<file path="src/rtl/pu_pkg.sv">
package pu_pkg;

    localparam int WORD_W = 32;
    localparam int IDX_W  = 5;   // log2 of pixels per word at the narrowest depth

    typedef enum logic [2:0] {
        FMT_INDEX,
        FMT_RGB5551,
        FMT_RGB565,
        FMT_RGB444,
        FMT_RGB888
    } pix_fmt_e;

    typedef struct packed {
        logic [2:0] lg_bits;   // log2 of pixel size in bits
        pix_fmt_e   fmt;
        logic       swap;
        logic       is_index;
    } pix_cfg_t;

    function automatic logic [7:0] widen4(input logic [3:0] c);
        return {c, 4'h0};
    endfunction

    function automatic logic [7:0] widen5(input logic [4:0] c);
        return {c, 3'b000};
    endfunction

    function automatic logic [7:0] widen6(input logic [5:0] c);
        return {c, 2'b00};
    endfunction

endpackage

</file>
<file path="src/rtl/pu_decode.sv">
module pu_decode
    import pu_pkg::*;
#(
    parameter bit EXTENDED = 1'b0
) (
    input  logic [2:0] mode,
    input  logic       swap_rb,
    input  logic [1:0] fmt16_sel,
    output pix_cfg_t   cfg
);
    pix_fmt_e m4_fmt;
    logic     m4_swap;

    generate
        if (EXTENDED) begin : g_ext
            assign m4_fmt  = FMT_RGB5551;
            assign m4_swap = swap_rb;
        end else begin : g_base
            always_comb begin
                m4_fmt  = FMT_RGB565;
                m4_swap = swap_rb;
                case (fmt16_sel)
                    2'd1:    m4_fmt  = FMT_RGB5551;
                    2'd3:    m4_swap = 1'b1;
                    default: ;
                endcase
            end
        end
    endgenerate

    always_comb begin
        cfg.lg_bits  = 3'd4;
        cfg.fmt      = FMT_INDEX;
        cfg.swap     = swap_rb;
        cfg.is_index = 1'b0;
        case (mode)
            3'd0, 3'd1, 3'd2, 3'd3: begin
                cfg.lg_bits  = mode;
                cfg.is_index = 1'b1;
            end
            3'd4: begin
                cfg.fmt  = m4_fmt;
                cfg.swap = m4_swap;
            end
            3'd5: begin
                cfg.lg_bits = 3'd5;
                cfg.fmt     = FMT_RGB888;
            end
            3'd6:    cfg.fmt = FMT_RGB565;
            default: cfg.fmt = FMT_RGB444;
        endcase
    end
endmodule

</file>
<file path="src/rtl/pu_seq.sv">
module pu_seq
    import pu_pkg::*;
(
    input  logic              clk,
    input  logic              rst,
    input  logic              in_valid,
    input  logic [WORD_W-1:0] in_word,
    input  logic              out_ready,
    input  logic [IDX_W-1:0]  last_idx,
    output logic              in_ready,
    output logic              have,
    output logic [WORD_W-1:0] word_q,
    output logic [IDX_W-1:0]  idx_q
);
    logic at_last;

    assign at_last  = (idx_q == last_idx);
    assign in_ready = !have || (out_ready && at_last);

    always_ff @(posedge clk) begin
        if (rst) begin
            have   <= 1'b0;
            idx_q  <= '0;
            word_q <= '0;
        end else if (have && out_ready) begin
            if (at_last) begin
                if (in_valid) begin
                    word_q <= in_word;
                    idx_q  <= '0;
                end else begin
                    have <= 1'b0;
                end
            end else begin
                idx_q <= idx_q + 1'b1;
            end
        end else if (!have && in_valid) begin
            word_q <= in_word;
            idx_q  <= '0;
            have   <= 1'b1;
        end
    end
endmodule

</file>
<file path="src/rtl/pu_extract.sv">
module pu_extract
    import pu_pkg::*;
(
    input  logic [WORD_W-1:0] word,
    input  logic [IDX_W-1:0]  idx,
    input  logic [IDX_W-1:0]  last_idx,
    input  pix_cfg_t          cfg,
    input  logic              be_byte,
    input  logic              be_pix,
    output logic [23:0]       pixel
);
    logic [IDX_W-1:0]  in_byte_m1;
    logic [IDX_W-1:0]  slot;
    logic [IDX_W-1:0]  shamt;
    logic [WORD_W-1:0] shifted;
    logic [15:0]       half;
    logic [7:0]        mask;
    logic [7:0]        c0, c1, c2;

    assign in_byte_m1 = (cfg.lg_bits < 3'd3) ? IDX_W'((8 >> cfg.lg_bits) - 1) : '0;

    // byte-order flag overrides pixel-order flag
    assign slot    = be_byte ? (idx ^ last_idx) : be_pix ? (idx ^ in_byte_m1) : idx;
    assign shamt   = slot << cfg.lg_bits;
    assign shifted = word >> shamt;
    assign half    = shifted[15:0];
    assign mask    = 8'((9'd1 << (4'd1 << cfg.lg_bits)) - 9'd1);

    always_comb begin
        c0 = shifted[7:0];
        c1 = shifted[15:8];
        c2 = shifted[23:16];
        case (cfg.fmt)
            FMT_RGB5551: begin
                c0 = widen5(half[4:0]);
                c1 = widen5(half[9:5]);
                c2 = widen5(half[14:10]);
            end
            FMT_RGB565: begin
                c0 = widen5(half[4:0]);
                c1 = widen6(half[10:5]);
                c2 = widen5(half[15:11]);
            end
            FMT_RGB444: begin
                c0 = widen4(half[3:0]);
                c1 = widen4(half[7:4]);
                c2 = widen4(half[11:8]);
            end
            default: ;
        endcase
        if (cfg.is_index)
            pixel = {16'h0000, shifted[7:0] & mask};
        else if (cfg.swap)
            pixel = {c2, c1, c0};
        else
            pixel = {c0, c1, c2};
    end
endmodule

</file>
<file path="src/rtl/pix_unpack.sv">
module pix_unpack
    import pu_pkg::*;
#(
    parameter bit EXTENDED = 1'b0,
    parameter int COLS_W   = 11
) (
    input  logic              clk,
    input  logic              rst,
    input  logic [2:0]        mode,
    input  logic              swap_rb,
    input  logic              ord_be_byte,
    input  logic              ord_be_pix,
    input  logic [1:0]        fmt16_sel,
    input  logic              in_valid,
    output logic              in_ready,
    input  logic [31:0]       in_word,
    output logic              out_valid,
    input  logic              out_ready,
    output logic              out_is_index,
    output logic [23:0]       out_data,
    input  logic [COLS_W-1:0] cols,
    output logic [COLS_W+1:0] line_bytes
);
    localparam int LB_W = COLS_W + 5;

    pix_cfg_t          cfg;
    logic [IDX_W-1:0]  last_idx;
    logic [IDX_W-1:0]  idx_q;
    logic [WORD_W-1:0] word_q;
    logic [LB_W-1:0]   bits_per_line;

    pu_decode #(.EXTENDED(EXTENDED)) u_dec (
        .mode      (mode),
        .swap_rb   (swap_rb),
        .fmt16_sel (fmt16_sel),
        .cfg       (cfg)
    );

    assign last_idx = IDX_W'((6'd32 >> cfg.lg_bits) - 6'd1);

    pu_seq u_seq (
        .clk       (clk),
        .rst       (rst),
        .in_valid  (in_valid),
        .in_word   (in_word),
        .out_ready (out_ready),
        .last_idx  (last_idx),
        .in_ready  (in_ready),
        .have      (out_valid),
        .word_q    (word_q),
        .idx_q     (idx_q)
    );

    pu_extract u_ext (
        .word     (word_q),
        .idx      (idx_q),
        .last_idx (last_idx),
        .cfg      (cfg),
        .be_byte  (ord_be_byte),
        .be_pix   (ord_be_pix),
        .pixel    (out_data)
    );

    assign out_is_index  = cfg.is_index;
    assign bits_per_line = LB_W'(cols) << cfg.lg_bits;
    assign line_bytes    = bits_per_line[LB_W-1:3];
endmodule

</file>
<file path="config.mk">
export PLATFORM = sky130hd
export DESIGN_NAME = pix_unpack
export DESIGN_NICKNAME = d
export VERILOG_FILES = /design/src/rtl/pu_pkg.sv /design/src/rtl/pu_decode.sv /design/src/rtl/pu_seq.sv /design/src/rtl/pu_extract.sv /design/src/rtl/pix_unpack.sv
export SDC_FILE = /design/constraint.sdc
export NUM_CORES = 1
export LEC_CHECK = 0
export BUFFER_PORTS_ARGS = -buffer_cell sky130_fd_sc_hd__clkbuf_2
export CELL_PAD_IN_SITES_DETAIL_PLACEMENT = 1
export CELL_PAD_IN_SITES_GLOBAL_PLACEMENT = 1
export CORE_MARGIN = 2
export CORE_UTILIZATION = 43
export DETAILED_ROUTE_END_ITERATION = 10
export PLACE_DENSITY_LB_ADDON = 0.1
export SKIP_CTS_REPAIR_TIMING = 1
export SLEW_MARGIN = 20
export SYNTH_ARGS = -nofsm -noshare
export SYNTH_HDL_FRONTEND = slang
export SYNTH_SLANG_ARGS = --single-unit
</file>
<file path="constraint.sdc">
create_clock -name clk -period 13.25 [get_ports clk]
set_clock_uncertainty 0.2 [all_clocks]
set_input_delay 1.9875 -clock clk [delete_from_list [all_inputs] [get_ports clk]]
set_output_delay 1.9875 -clock clk [all_outputs]
set_load 0.01 [all_outputs]
</file>
==> impl_results.md, run 1 <==
* Yosys warning total at 0
* Slowest stage delay, CP at 0.71 ns
* Post-Layout Cell Count at ~960
* CP Max Fanout at 45
* Yosys cell types at 77
* Ant. Diodes at 0
* First-pass GRT wire length at 31900 um
* Worst-Skew Late Latency at roughly 0.28 ns
* Most used cell, CP: o21ai_1
* Syn nets at 842
* Core Area at roughly 11000 um2
* Category of the critical setup timing path: in -> out
* CTS tree: done
* Die area at 12700 um2
* Sink Count at 38
* # fillers at 1549
* Max Cap Viol at 0
* Area Overhead vs Synth at 10.4%
* Post-synthesis sequential area ratio at 15.0%
* Die Wd at 113 um
* Hold Slack at 0.265 ns
* Antenna violations before repair at 0
* Worst Max-Slew Pin Slew at 1.08 ns
* CTS Buf Count at 5
* Top-level I/O count at 95
* Worst hold path type: reg -> reg
* H-tree levels at 2
* WP data arrival at 7.51 ns
* Reg2Reg Depth at 10
* Port bufs at 94
* Initial core utilization at 44.3%
* Worst r2r src: u_seq.idx_q[4]
* Hold Path End: u_seq.word_q[27]
* Critical path's slowest cell: inv_1
* CP startpoint kind: input pin
* WL per Instance at 20.7 um
* Initial DRT Pass Iterations at 6
* Area after DPL at 5470 um2
* Hold depth at 2
* Ys async rst share at 0%
* Final Critical Period at 9.70 ns
* Max frequency at 0.103 GHz
* Final wirelength at 19800 um
* Min-delay src: u_seq.word_q[27]
* Max clock buf depth at 2
* Syn Inst Count at 780
* Crit path cell chain: clkbuf_2 > inv_1 > nand2_1 > inv_1 > ha_1 > o21ai_1 > a21oi_1 > mux2_2 > nand2_1 > buf_4 > mux2_2 > o21ai_1 > nor3_1 > a211oi_1 > o211ai_1 > a32oi_1 > o21ai_1 > clkbuf_2
* R2R Path End: u_seq.idx_q[2]
* Clock root buffer: clkbuf_16
* Iteration-0 DRC Markers at ~590
* Layout net count at 878
* Final period util at 73.2%
* WP data required at 11.06 ns
* Mean Syn Cell Area at 6.52 um2
* FP Rows at 39
* Largest net degree at the start of global routing at 46
* Gpl congestion at 1.00
* Fin. max-slew vios at 0
* Outcome: completed
* Mapped Area at 5080 um2
* Synth Flop Type: dfxtp_1
* Flop-to-flop setup slack at between 10 and 15 ns
* Relative slew slack at 27.9%
* Final instance area at 5610 um2
* Max VDD drop at around 0.11 mV
* Clk slew on worst S/H paths at 0.05 ns
* Dpl cells at 952
* Final setup vio count at 0
* Crit. End Element: primary output
* Layout cells sized above 1 at between 15 and 20%
* Power per Cell Area at approximately 85 nW/um2
* Setup TNS Final at 0 ns
* Vias per std cell at 6.58
* Die height at 113 um
* Setup repair after global routing missed its margin: false
* Total gr overflow at 0
* EDFF count, synth at 0
* Post-DP HPWL at 15300 um
* Post-route DRC at 0
* Final Core Density at 48.9%
* Synth Register Bits at 38
* DRT antenna net count at 0
* Leak Pwr at 2.19 nW
* All-Layer GR Usage at 30.5%
* Final-report hold violation count at 0
* Vias after detailed routing at about 6300
* Number of global-route vias before repair at 6015
==> layout by cell type, fill, tap and decap left out, types with 18 or more instances in the layout <==
cell type	synthesis	layout
nand2_1	132	132
clkbuf_2	0	94
a21oi_1	85	84
nand3_1	60	60
nor2_1	47	46
dfxtp_1	38	38
o21ai_0	36	36
mux2i_1	36	36
o211ai_1	21	21
o21ai_1	19	18
==> kinds of logic (layout without fill, tap and decap cells) <==
kind of cell	count (synthesis)	after routing	share of synthesized area [%]
buf+inv	88	123	7.70
mux	44	44	8.86
compound gates	279	279	36.2
flops	38	38	15.0
fa+ha+maj	7	7	1.72
xor+xnor	12	12	2.07
simple gates	312	312	28.4
==> Yosys cell counts, drive strengths merged (7+ instances only) <==
library cell | count | share of area (%)
nand3 | 60 | 5.9
a211oi | 17 | 2.5
nor2b | 7 | 0.86
inv | 17 | 1.3
clkbuf | 47 | 3.5
and3 | 8 | 0.98
buf | 24 | 3.0
o21ai | 56 | 5.6
nand4 | 7 | 0.98
a21oi | 86 | 8.5
nand2 | 133 | 10
o211ai | 21 | 3.1
xnor2 | 7 | 1.2
a31o | 7 | 1.2
a31oi | 13 | 1.7
mux2 | 8 | 1.8
a21boi | 8 | 1.2
nor2 | 47 | 3.5
ha | 7 | 1.7
nor3 | 18 | 1.9
mux2i | 36 | 7.1
o22ai | 9 | 1.1
dfxtp | 38 | 15
==> state kept, by name, indices dropped and copies added (netlist names) <==
register,count
u_seq.have,1
u_seq.idx_q,5
u_seq.word_q,32
==> area by class of cell <==
type                    count  area [um2]  area share, %
multi-input cells         654        3950           70.5
flip-flops and latches     38         761           13.6
repair buffers            100         515           9.19
well taps                 143         179           3.19
clock buffers               6         139           2.47
inverters                  17        63.8           1.14
==> through the flow <==
step,power (mW),worst slack (ns)
5_1_grt,0.502,2.88
3_5_place_dp,0.357,3.72
4_1_cts,0.472,3.71
2_1_floorplan,0.287,5.58
3_3_place_gp,0.351,3.88
6_report,0.475,3.55
==> worst max-delay path by stage <==
stage | from | depth (start not counted) | endpoint | slack [ns]
floorplan | mode[2] | 17 | out_data[20] | 5.58
global placement | mode[2] | 18 | out_data[5] | 3.88
detailed placement | mode[2] | 17 | out_data[3] | 3.72
CTS | mode[2] | 17 | out_data[3] | 3.71
global route | mode[2] | 16 | out_data[3] | 2.88
finish | mode[2] | 18 | out_data[5] | 3.55
==> power by group <==
part / internal [mW] / leakage, nW / total [mW] / switching [mW]
logic: 0.0789 / 1.81 / 0.232 / 0.153
clock network: 0.0726 / 0.0688 / 0.115 / 0.0422
registers: 0.121 / 0.312 / 0.128 / 0.00712
total: 0.273 / 2.19 / 0.475 / 0.203
==> layer usage <==
layer | up-vias | track usage, % | routed length [um]
met4 | 0 | 14.0 | 826
li1 | 2965 | - | -
met5 | - | 0 | 0
met2 | 272 | 48.5 | 8950
met1 | 3008 | 42.0 | 8880
met3 | 56 | 2.84 | 1180
==> worst max-delay path: cells and delay by family <==
kind	cells	cell delay, ns
multiplexers	2	0.85
AO/OA/AOI/OAI	7	1.73
buffers and inverters	5	1.97
AND/OR/NAND/NOR	3	0.62
adder cells (fa/ha/maj)	1	0.30
Power figures use the tool's default switching activity.
==> run 2, diff against run 1 <==
--- a/config.mk
+++ b/config.mk
@@ -9,7 +9,7 @@
 export CELL_PAD_IN_SITES_DETAIL_PLACEMENT = 1
 export CELL_PAD_IN_SITES_GLOBAL_PLACEMENT = 1
 export CORE_MARGIN = 2
-export CORE_UTILIZATION = 43
+export CORE_UTILIZATION = 40
 export DETAILED_ROUTE_END_ITERATION = 10
 export PLACE_DENSITY_LB_ADDON = 0.1
 export SKIP_CTS_REPAIR_TIMING = 1
==> constraint.sdc (replaced) <==
create_clock -name clk -period 9.8 [get_ports clk]
set_clock_uncertainty 0.2 [all_clocks]
set_input_delay 1.47 -clock clk [delete_from_list [all_inputs] [get_ports clk]]
set_output_delay 1.47 -clock clk [all_outputs]
set_load 0.01 [all_outputs]
==> run 2 against run 1 <==
Clock-buffer cell count up 1. Global-route usage down 1.3 points. Combinational power up 36%. Sequential share of layout area down 0.17 points. Final cell count up 3.7%. Power up 37%. Design area up 1.2%. Core utilization down 3.5 points. Sequential cell count unchanged. Sequential power up 36%. Non-clock buffer count up 4. Die area up 7.2%.
==> impl_results.md, run 2 (same netlist as run 1, synthesis figures left out) <==
* Largest net degree at the start of global routing at 45
* Reg2Reg Depth at 9
* Power per Cell Area at between 100 and 150 nW/um2
* Gpl congestion at 0.942
* Biggest regs: u_seq.word_q (32), u_seq.idx_q (5), u_seq.have (1)
* Post-DP HPWL at between 15000 and 20000 um
* Most flop-heavy register: u_seq.word_q
* Core Area at 12500 um2
* Die height at 117 um
* Worst hold path type: reg -> reg
* CP startpoint kind: input pin
* Commonest cells after routing, fill and taps aside: 132 x nand2_1, 94 x clkbuf_2, 84 x a21oi_1
* Setup slack after layout at 1.69 ns
* Initial DRT Pass Iterations at 5
* CTS tree: done
* Final-report hold violation count at 0
* Max clock buf depth at 2
* Worst Max-Slew Pin Slew at between 1 and 1.5 ns
* WP data arrival at 6.44 ns
* Leak Pwr at 2.21 nW
* Clk slew on worst S/H paths at 0.05 ns
* Internal power at roughly 0.37 mW
* Final setup vio count at 0
* Total gr overflow at 0
* CP Launch Point: mode[1]
* H-tree levels at 2
* Ant. Diodes at 0
* Vias after detailed routing at approximately 6200
* Outcome: completed
* Area Overhead vs Synth at 11.7%
* Sink Count at 38
* Category of the critical setup timing path: in -> out
* Sw frac at 42.7%
* Die area at 13600 um2
* Port bufs at 94
* Max Cap Viol at 0
* Sw Pwr at 0.277 mW
* Max frequency at between 0.1 and 0.15 GHz
* Largest register FFs at 32
* Layout cells sized above 1 at 16.9%
* All-Layer GR Usage at between 20 and 30%
* Pre-CTS WS at 1.84 ns
* Flop-to-flop setup slack at 6.63 ns
* Initial core utilization at between 40% and 50%
* R2R Path End: u_seq.word_q[30]
* Clock root buffer: clkbuf_16
* Worst-Skew Late Latency at 0.28 ns
* Setup repair after global routing missed its margin: false
* WP data required at 8.13 ns
* WL per Instance at around 20 um
* FP Rows at 41
* # fillers at 1703
* Final instance area at between 5000 and 6000 um2
* Final Critical Period at 8.11 ns
* Clock share of power at between 20% and 30%
* CP Max Fanout at 29
* Hold depth at 2
* Die Wd at 117 um
* Iteration-0 DRC Markers at 465
* Max VDD drop at 0.133 mV
* Commonest non-fill, non-tap cell in the layout: nand2_1
* Number of global-route vias before repair at 5899
* Area after DPL at 5530 um2
* Crit path capture: out_data[3]
* Worst r2r src: u_seq.idx_q[4]
* Layout net count at 882
* Relative slew slack at 29.3%
* Flop pwr share at a little over a quarter
* DRT antenna net count at 0
* Post-route DRC at 0
* Final wirelength at 20000 um
* First-pass GRT wire length at 31700 um
* Setup TNS Final at 0 ns
* Top-level I/O count at 95
* Combinational group share of total power at 48.5%
* Fin. max-slew vios at 0
* Antenna violations before repair at 0
* Final period util at 82.8%
* Crit. End Element: primary output
* CTS Buf Count at 5
* Vias per std cell at approximately 6.3
==> run 2: cell types whose count changed in the layout (fill, tap and decap cells not counted), sizes merged <==
| cell | change |
|---|---|
| buf | +4 |
| clkbuf | +1 |
| clkinv | +1 |
==> run 2: layout make-up <==
type	count	area, um2	share of cell area (%)
inverters	17	63.8	1.12
clock buffers	7	143	2.51
flip-flops and latches	38	761	13.4
clock inverters	1	5.00	0.0881
well taps	172	215	3.79
multi-input cells	654	3950	69.5
repair buffers	104	546	9.60
==> run 2: layer usage <==
layer  share of wire [%]  vias up  GRT usage (%)
met5                   0        -              0
met1                  47     3037           41.1
li1                    -     2973              -
met4                 2.0        0           7.84
met2                  46      197           48.2
met3                 4.5       28           2.54
==> run 2: power by group through the flow <==
stage,clock (mW),sequential [mW],combinational (mW)
finish,0.161,0.174,0.315
global placement,0,0.176,0.303
detailed placement,0,0.177,0.308
CTS,0.164,0.174,0.310
floorplan,0,0.173,0.216
global route,0.170,0.175,0.343
==> run 2: per-stage QoR <==
stage                     util, %  cells  power (mW)  hold WS [ns]
after floorplan                 -    780       0.388         0.236
after detailed placement     44.2    985       0.485         0.264
after global placement       44.2    985       0.479         0.251
after CTS                    45.4    993       0.648         0.271
final                        45.4    993       0.650         0.271
after global routing         45.4    993       0.688         0.306
==> run 2: how the worst min path moves through the flow <==
stage	from	end	slack, ns
after global placement	u_seq.word_q[13]	u_seq.word_q[13]	0.25
after detailed placement	u_seq.word_q[27]	u_seq.word_q[27]	0.26
final	u_seq.word_q[27]	u_seq.word_q[27]	0.27
after global routing	u_seq.word_q[13]	u_seq.word_q[13]	0.31
after CTS	u_seq.word_q[27]	u_seq.word_q[27]	0.27
after floorplan	u_seq.word_q[13]	u_seq.word_q[13]	0.24
==> run 2: critical path, cell delays in order <==
cell and delay [ns]:
clkbuf_2 0.49, nand2_1 0.31, inv_1 0.23, ha_1 0.31, o21ai_1 0.15, a21oi_1 0.33, mux2_2 0.44, nand2_1 0.78
mux2i_1 0.32, mux2i_1 0.17, a211o_1 0.38, a31oi_1 0.40, nor2_1 0.11, a211oi_1 0.25, o32ai_1 0.12, clkbuf_2 0.16
